<file path="src/rtl/tmr_pkg.sv">
package tmr_pkg;

  typedef enum logic [1:0] {
    TM_HALT,
    TM_RELOAD,
    TM_EVENT,
    TM_CAPTURE
  } tmr_mode_e;

  // Mode code held in control bits [7:5]
  function automatic tmr_mode_e decode_mode(input logic [2:0] code);
    case (code)
      3'b100:  return TM_RELOAD;
      3'b000:  return TM_EVENT;
      3'b110:  return TM_CAPTURE;
      default: return TM_HALT;
    endcase
  endfunction

  // Pending flag update: hardware set wins, software may only clear
  function automatic logic flag_next(input logic cur, input logic hw_set,
                                     input logic sw_wr, input logic sw_bit);
    if (hw_set) return 1'b1;
    if (sw_wr)  return cur & sw_bit;
    return cur;
  endfunction

endpackage

</file>
<file path="src/rtl/tmr_edge_sync.sv">
module tmr_edge_sync #(
  parameter int STAGES = 2
) (
  input  logic clk,
  input  logic rst_n,
  input  logic din,
  output logic rise
);
  logic [STAGES:0] sh_q;

  always_ff @(posedge clk) begin
    if (!rst_n) sh_q <= '0;
    else        sh_q <= {sh_q[STAGES-1:0], din};
  end

  assign rise = sh_q[STAGES-1] & ~sh_q[STAGES];


  rise_single_cycle_chk: assert property (@(posedge clk) disable iff (!rst_n)
    rise |=> !rise);
endmodule

</file>
<file path="src/rtl/tmr_ctrl_reg.sv">
module tmr_ctrl_reg
  import tmr_pkg::*;
(
  input  logic      clk,
  input  logic      rst_n,
  input  logic      wr_en,
  input  logic [7:0] wr_data,
  input  logic      set_a,
  input  logic      set_b,
  input  logic      set_uf,
  output logic [7:0] ctrl,
  output tmr_mode_e mode,
  output logic      run,
  output logic      irq
);
  logic [2:0] code_q;
  logic       c0_q, pa_q, ea_q, pb_q, eb_q;
  tmr_mode_e  wr_mode;

  assign wr_mode = decode_mode(wr_data[7:5]);
  assign mode    = decode_mode(code_q);

  always_ff @(posedge clk) begin
    if (!rst_n) begin
      code_q <= '0;
      c0_q   <= 1'b0;
      pa_q   <= 1'b0;
      ea_q   <= 1'b0;
      pb_q   <= 1'b0;
      eb_q   <= 1'b0;
    end else begin
      pa_q <= flag_next(pa_q, set_a, wr_en, wr_data[3]);
      pb_q <= flag_next(pb_q, set_b, wr_en, wr_data[1]);
      if (wr_en) begin
        code_q <= wr_data[7:5];
        ea_q   <= wr_data[2];
        eb_q   <= wr_data[0];
        if (wr_mode == TM_CAPTURE) c0_q <= flag_next(c0_q, set_uf, 1'b1, wr_data[4]);
        else                       c0_q <= wr_data[4];
      end else begin
        c0_q <= c0_q | set_uf;
      end
    end
  end

  assign ctrl = {code_q, c0_q, pa_q, ea_q, pb_q, eb_q};
  assign run  = c0_q;
  assign irq  = (pa_q & ea_q) | (pb_q & eb_q) | ((mode == TM_CAPTURE) & c0_q & ea_q);


  pend_a_no_spurious_chk: assert property (@(posedge clk) disable iff (!rst_n)
    (!pa_q && !set_a) |=> !pa_q);

  pend_b_no_spurious_chk: assert property (@(posedge clk) disable iff (!rst_n)
    (!pb_q && !set_b) |=> !pb_q);

  irq_needs_enable_chk: assert property (@(posedge clk) disable iff (!rst_n)
    (!ea_q && !eb_q) |-> !irq);

  uf_flag_only_hw_sets_chk: assert property (@(posedge clk) disable iff (!rst_n)
    (mode == TM_CAPTURE && !c0_q && !set_uf && !(wr_en && wr_mode != TM_CAPTURE)) |=> !c0_q);
endmodule

</file>
<file path="src/rtl/tmr_core.sv">
module tmr_core
  import tmr_pkg::*;
#(
  parameter int CNT_W  = 16,
  parameter int ADDR_W = 3
) (
  input  logic              clk,
  input  logic              rst_n,
  input  tmr_mode_e         mode,
  input  logic              run,
  input  logic              edge_a,
  input  logic              edge_b,
  input  logic              wr_en,
  input  logic [ADDR_W-1:0] wr_addr,
  input  logic [7:0]        wr_data,
  output logic [CNT_W-1:0]  ra,
  output logic [CNT_W-1:0]  rb,
  output logic [CNT_W-1:0]  cnt,
  output logic              set_a,
  output logic              set_b,
  output logic              set_uf
);
  localparam int LANES = CNT_W / 8;

  logic [CNT_W-1:0] cnt_q, ra_q, rb_q;
  logic             sel_q;
  logic [LANES-1:0] wr_ra, wr_rb, wr_cnt;
  logic             cnt_wr, tick, underflow, reload_hit, cap_a, cap_b;

  always_comb begin
    for (int i = 0; i < LANES; i++) begin
      wr_ra[i]  = wr_en && (wr_addr == ADDR_W'(1 + i));
      wr_rb[i]  = wr_en && (wr_addr == ADDR_W'(1 + LANES + i));
      wr_cnt[i] = wr_en && (wr_addr == ADDR_W'(1 + 2*LANES + i));
    end
  end

  assign cnt_wr     = |wr_cnt;
  assign tick       = ((mode == TM_RELOAD) && run) ||
                      ((mode == TM_EVENT) && run && edge_a) ||
                      (mode == TM_CAPTURE);
  assign underflow  = tick && (cnt_q == '0);
  assign reload_hit = underflow && (mode == TM_RELOAD);
  assign cap_a      = (mode == TM_CAPTURE) && edge_a;
  assign cap_b      = (mode == TM_CAPTURE) && edge_b;

  always_ff @(posedge clk) begin
    if (reload_hit)  cnt_q <= sel_q ? rb_q : ra_q;
    else if (tick)   cnt_q <= cnt_q - 1'b1;
    for (int i = 0; i < LANES; i++)
      if (wr_cnt[i]) cnt_q[i*8 +: 8] <= wr_data;

    if (cap_a) ra_q <= cnt_q;
    else for (int i = 0; i < LANES; i++)
      if (wr_ra[i]) ra_q[i*8 +: 8] <= wr_data;

    if (cap_b) rb_q <= cnt_q;
    else for (int i = 0; i < LANES; i++)
      if (wr_rb[i]) rb_q[i*8 +: 8] <= wr_data;
  end

  always_ff @(posedge clk) begin
    if (!rst_n)                 sel_q <= 1'b0;
    else if (mode != TM_RELOAD) sel_q <= 1'b0;
    else if (reload_hit)        sel_q <= ~sel_q;
  end

  assign set_a  = (reload_hit && !sel_q) || ((mode == TM_EVENT) && underflow) || cap_a;
  assign set_b  = edge_b && (mode != TM_HALT);
  assign set_uf = (mode == TM_CAPTURE) && underflow;
  assign ra  = ra_q;
  assign rb  = rb_q;
  assign cnt = cnt_q;


  halt_holds_count_chk: assert property (@(posedge clk) disable iff (!rst_n)
    (mode == TM_HALT && !cnt_wr) |=> $stable(cnt_q));

  reload_from_a_chk: assert property (@(posedge clk) disable iff (!rst_n)
    (reload_hit && !sel_q && !cnt_wr) |=> cnt_q == $past(ra_q));

  reload_from_b_chk: assert property (@(posedge clk) disable iff (!rst_n)
    (reload_hit && sel_q && !cnt_wr) |=> cnt_q == $past(rb_q));

  capture_a_chk: assert property (@(posedge clk) disable iff (!rst_n)
    cap_a |=> ra_q == $past(cnt_q));

  capture_b_chk: assert property (@(posedge clk) disable iff (!rst_n)
    cap_b |=> rb_q == $past(cnt_q));
endmodule

</file>
<file path="src/rtl/cap_reload_timer.sv">
module cap_reload_timer
  import tmr_pkg::*;
#(
  parameter int CNT_W       = 16,
  parameter int SYNC_STAGES = 2
) (
  input  logic       clk,
  input  logic       rst_n,
  input  logic [2:0] bus_addr,
  input  logic       bus_wr,
  input  logic [7:0] bus_wdata,
  output logic [7:0] bus_rdata,
  input  logic       in_a,
  input  logic       in_b,
  output logic       irq
);
  localparam int LANES  = CNT_W / 8;
  localparam int ADDR_W = 3;

  logic [1:0]       edges;
  logic [1:0]       raw_in;
  logic [7:0]       ctrl;
  tmr_mode_e        mode;
  logic             run, set_a, set_b, set_uf, ctrl_wr;
  logic [CNT_W-1:0] ra, rb, cnt;

  assign raw_in  = {in_b, in_a};
  assign ctrl_wr = bus_wr && (bus_addr == '0);

  for (genvar g = 0; g < 2; g++) begin : g_sync
    tmr_edge_sync #(.STAGES(SYNC_STAGES)) u_sync (
      .clk(clk), .rst_n(rst_n), .din(raw_in[g]), .rise(edges[g]));
  end

  tmr_ctrl_reg u_ctrl (
    .clk(clk), .rst_n(rst_n), .wr_en(ctrl_wr), .wr_data(bus_wdata),
    .set_a(set_a), .set_b(set_b), .set_uf(set_uf),
    .ctrl(ctrl), .mode(mode), .run(run), .irq(irq));

  tmr_core #(.CNT_W(CNT_W), .ADDR_W(ADDR_W)) u_core (
    .clk(clk), .rst_n(rst_n), .mode(mode), .run(run),
    .edge_a(edges[0]), .edge_b(edges[1]),
    .wr_en(bus_wr), .wr_addr(bus_addr), .wr_data(bus_wdata),
    .ra(ra), .rb(rb), .cnt(cnt),
    .set_a(set_a), .set_b(set_b), .set_uf(set_uf));

  always_comb begin
    bus_rdata = '0;
    if (bus_addr == '0) bus_rdata = ctrl;
    for (int i = 0; i < LANES; i++) begin
      if (bus_addr == ADDR_W'(1 + i))           bus_rdata = ra[i*8 +: 8];
      if (bus_addr == ADDR_W'(1 + LANES + i))   bus_rdata = rb[i*8 +: 8];
      if (bus_addr == ADDR_W'(1 + 2*LANES + i)) bus_rdata = cnt[i*8 +: 8];
    end
  end
endmodule

</file>
<file path="config.mk">
export PLATFORM = sky130hd
export DESIGN_NAME = cap_reload_timer
export DESIGN_NICKNAME = d
export VERILOG_FILES = /design/src/rtl/tmr_pkg.sv /design/src/rtl/tmr_edge_sync.sv /design/src/rtl/tmr_ctrl_reg.sv /design/src/rtl/tmr_core.sv /design/src/rtl/cap_reload_timer.sv
export SDC_FILE = /design/constraint.sdc
export NUM_CORES = 1
export LEC_CHECK = 0
export ABC_AREA = 1
export BUFFER_PORTS_ARGS = -buffer_cell sky130_fd_sc_hd__buf_2
export CAP_MARGIN = 10
export CORE_AREA = 2 2 84 102
export CTS_CLUSTER_DIAMETER = 50
export CTS_CLUSTER_SIZE = 16
export DETAILED_ROUTE_END_ITERATION = 8
export DIE_AREA = 0 0 86 104
export GPL_TIMING_DRIVEN = 0
export PLACE_DENSITY = 0.7
export SYNTH_ARGS = -nofsm -noshare
export SYNTH_HDL_FRONTEND = slang
export SYNTH_SLANG_ARGS = --single-unit
</file>
<file path="constraint.sdc">
create_clock -name clk -period 1.8 [get_ports clk]
set_input_delay 0.54 -clock clk [delete_from_list [all_inputs] [get_ports clk]]
set_output_delay 0.54 -clock clk [all_outputs]
set_load 0.1 [all_outputs]
</file>
==> metrics.yaml <==
status:
  outcome: "complete, but fails checks"
  failed_checks: "negative setup slack"
cells_and_area:
  nNetsFinal: 617
  syn2layout_area_growth_pct: 33.1
  drive_above_1_share_pct: 31.8
  diodes: 0
  finalNonFillerCells: 699
timing:
  fmax_mhz: 464
  rsz0062_at_grt: "yes"
  setup_viol: 22
  slew_violations: 0
  timing.hold.ws_ps: 391
  min_period_over_period_pct: 120
  finClkSkew_ps: 12.5
  fin_ws_ps: -354
  tightest_slew_ps: 471
  min_period_ps: 2150
  finalHoldViolCount: 0
  setup_tns_ps: -4430
  slew_headroom_pct: 68.6
power:
  p_int_mw: 2.41
  pwr-share-seq_pct: 48.0
  power_mw: 3.39
  total_leakage_power_nw: 2.26
  swShare_pct: 28.8
  p_clk_share_pct: 34.5
  pwr-share-comb_pct: 17.4
  p_per_area_mw_per_mm2: 651
  ir_worst_vdd_uv: 496
  p_sw_uw: 977
die:
  die_y_um: 104
  fp.dieW_um: 86
  die_area_mm2: 0.00894
  rows: 36
  start_util_pct: 49.1
  io_pins: 25
  core_mm2: 0.00797
global_routing:
  grt_util_met1_pct: 41.1
  top_usage_layer: "met2"
  use_met2_pct: 48.4
  grt_pass1_wl_um: 20500
  track_usage_pct: 30.7
  antenna_found_initial: 0
  grt_start_max_net_pins: 11
  use_met3_pct: 4.76
  global_route.overflow_total: 0
  grt_pass1_vias: 3771
yosys:
  ys_types: 29
  synth_top_area_share_pct: 36.8
  yosysWarnings: 0
  ys_seq_area_share_pct: 44.5
  synthesis.nets: 555
  synth_seq_cells: 63
  syn-cell-area_mm2: 0.00391
  post-synth-top-area-cell: "edfxtp_1"
  yosys-top-cells-area: "edfxtp_1 37%, nand2_1 19%, dfxtp_1 7.7%"
  syn_avg_cell_area_um2: 7.29
  netlist_instances: 537
critical_path:
  cp_cell_sequence: "buf_12, inv_12, nand3_4, buf_4, o221ai_2, nor2_2, nand4_1, buf_8"
  crit_family: "buffers and inverters"
  worstPathRequired_ps: 1260
  critPathBufInv: 4
  cp-start-kind: "input port"
  crit_arrival_ps: 1610
  crit_type: "input port to primary output"
  cp-end-kind: "primary output"
  cp_slowest_stage_delay_ps: 210
  path_max_fanout: 5
  slowest_stage: "buf_8"
cts:
  clock_path_buffers: 2
  hold_buffers: 0
  cts.htree.levels: 3
  cts.sinks: 63
  cts_buffers: 9
  clk_pin_slew_ps: 60
  cts-root-buf: "clkbuf_8"
  clock_latency_ps: 350
  cts_tree: "built"
drt:
  num_vias: 4101
  firstDrtPassIters: 5
  totalWireLength_um: 13600
  viasPerCell: 5.87
  drc: 0
  final_antenna_net_count: 0
  drt-initial-drc-count: 621
  wire_per_inst_um: 19.5
flow_run:
  max_cap_violations: 0
placement:
  gp_congestion: 0.909
  dpl.hpwl_um: 9390
  dp_cells: 657
  numPortBuffers: 24
hold_path:
  hold_class: "input port to register"
==> through the flow <==
step | util [%] | setup slack, ps | area [um2]
floorplan | - | -535 | 4020
global placement | 53.4 | -738 | 4250
detailed placement | 53.5 | -739 | 4260
CTS | 61.0 | -326 | 4860
global route | 65.3 | -377 | 5210
finish | 65.3 | -354 | 5210
==> power by group through the flow <==
stage | sequential, mW | combinational [mW] | clock, mW
global placement | 1.65 | 0.448 | 0
floorplan | 1.65 | 0.323 | 0
detailed placement | 1.65 | 0.454 | 0
global route | 1.63 | 0.626 | 1.25
CTS | 1.62 | 0.544 | 1.19
finish | 1.63 | 0.590 | 1.17
==> logic make-up after synthesis <==
logic type / after synthesis / synth area share [%]
flip-flops: 63 / 44.5
AND/OR/NAND/NOR: 309 / 33.7
adder cells (fa/ha/maj): 2 / 0.639
multiplexers: 3 / 0.768
XOR/XNOR: 6 / 1.34
buffers and inverters: 80 / 8.51
AO/OA/AOI/OAI: 74 / 10.5
==> path summary, 6_finish.rpt <==
path,start,to,slack (ps),cells past startpoint
setup / recovery,bus_addr[2],bus_rdata[1],-350,8
hold / removal,in_b,g_sync[1].u_sync.sh_q[0]$_SDFF_PN0_,390,3
setup reg to reg,u_core.cnt[0]$_DFFE_PP_,u_core.sel_q$_SDFFE_PP0N_,-180,14
hold reg to reg,g_sync[1].u_sync.sh_q[0]$_SDFF_PN0_,g_sync[1].u_sync.sh_q[1]$_SDFF_PN0_,420,2
==> cell usage after synthesis <==
library cell / instances
nand3_1: 21
buf_2: 5
nor2_2: 5
nand4_1: 26
ha_1: 2
nor3_1: 1
mux2i_1: 3
nor2_1: 49
nand2_1: 199
buf_4: 3
nor2_4: 1
clkbuf_1: 6
nor2_8: 1
buf_6: 2
nand2_2: 4
o21a_1: 1
xor2_1: 6
a21oi_1: 10
o21ai_1: 6
inv_2: 10
nand2_4: 1
inv_1: 54
edfxtp_1: 48
o211ai_1: 3
o2111ai_1: 2
dfxtp_1: 15
nand3_4: 1
o21ai_0: 46
o221ai_1: 6
==> timing repair <==
item	in CTS	in global routing
pin swaps	23	26
gates resized for setup	99	69
buffers inserted	14	14
setup endpoints to repair	64	49
==> sequential cells by signal, summed over array words and instances (netlist names), 3 cells and up <==
| signal | count |
|---|---|
| u_core.cnt | 16 |
| u_ctrl.code_q | 3 |
| u_core.rb | 16 |
| g_sync.u_sync.sh_q | 6 |
| u_core.ra | 16 |
==> worst register-to-register path: stages (launching register included) <==
cell and delay [ps]:
edfxtp_1 410, inv_2 110, buf_6 110, ha_4 130, nand2_2 50, nor2_2 120
nand2_2 90, nor2_8 140, buf_12 110, nand3_4 80, buf_8 170, buf_8 150
buf_6 120, nand2_2 50, a21oi_2 50
==> cell type report <==
class                      instances  area, um2
fill                             693       2770
multi-input combinational        394       2250
sequential                        63       1750
timing repair buffer              51        529
inverter                          64        277
clock buffer                      10        128
tap                               95        119
buffer                            16        104
clock inverter                     6       51.3
==> cells in the final DEF (no fill, tap or decap), types with 2 or more instances in the layout <==
cell,Yosys,routed
nand2_1,199,173
edfxtp_1,48,48
inv_1,54,41
o21ai_0,46,40
nor2_1,49,28
nand4_1,26,26
nand2_2,4,22
buf_4,3,20
nor2_2,5,19
buf_2,5,17
inv_2,10,16
dfxtp_1,15,12
nand3_1,21,11
nand2_4,1,9
buf_6,2,9
clkbuf_8,0,9
buf_12,0,9
nor2_4,1,8
a21oi_1,10,8
nand3_2,0,7
buf_8,0,6
xor2_1,6,6
o21ai_2,0,6
o21ai_1,6,5
o221ai_2,0,5
nand3_4,1,4
clkbuf_1,6,4
inv_4,0,3
clkbuf_2,0,3
mux2i_1,3,3
o211ai_1,3,3
clkinv_1,0,3
dfxtp_2,0,3
o2111ai_4,0,2
a21oi_2,0,2
clkinv_2,0,2
==> metal layers <==
layer | up-vias | part of all wire, %
met5 | - | 0
met3 | 52 | 8.6
met2 | 252 | 48
met1 | 1897 | 38
li1 | 1900 | -
met4 | 0 | 5.1
Note: power is estimated with default switching activity, not from simulation.
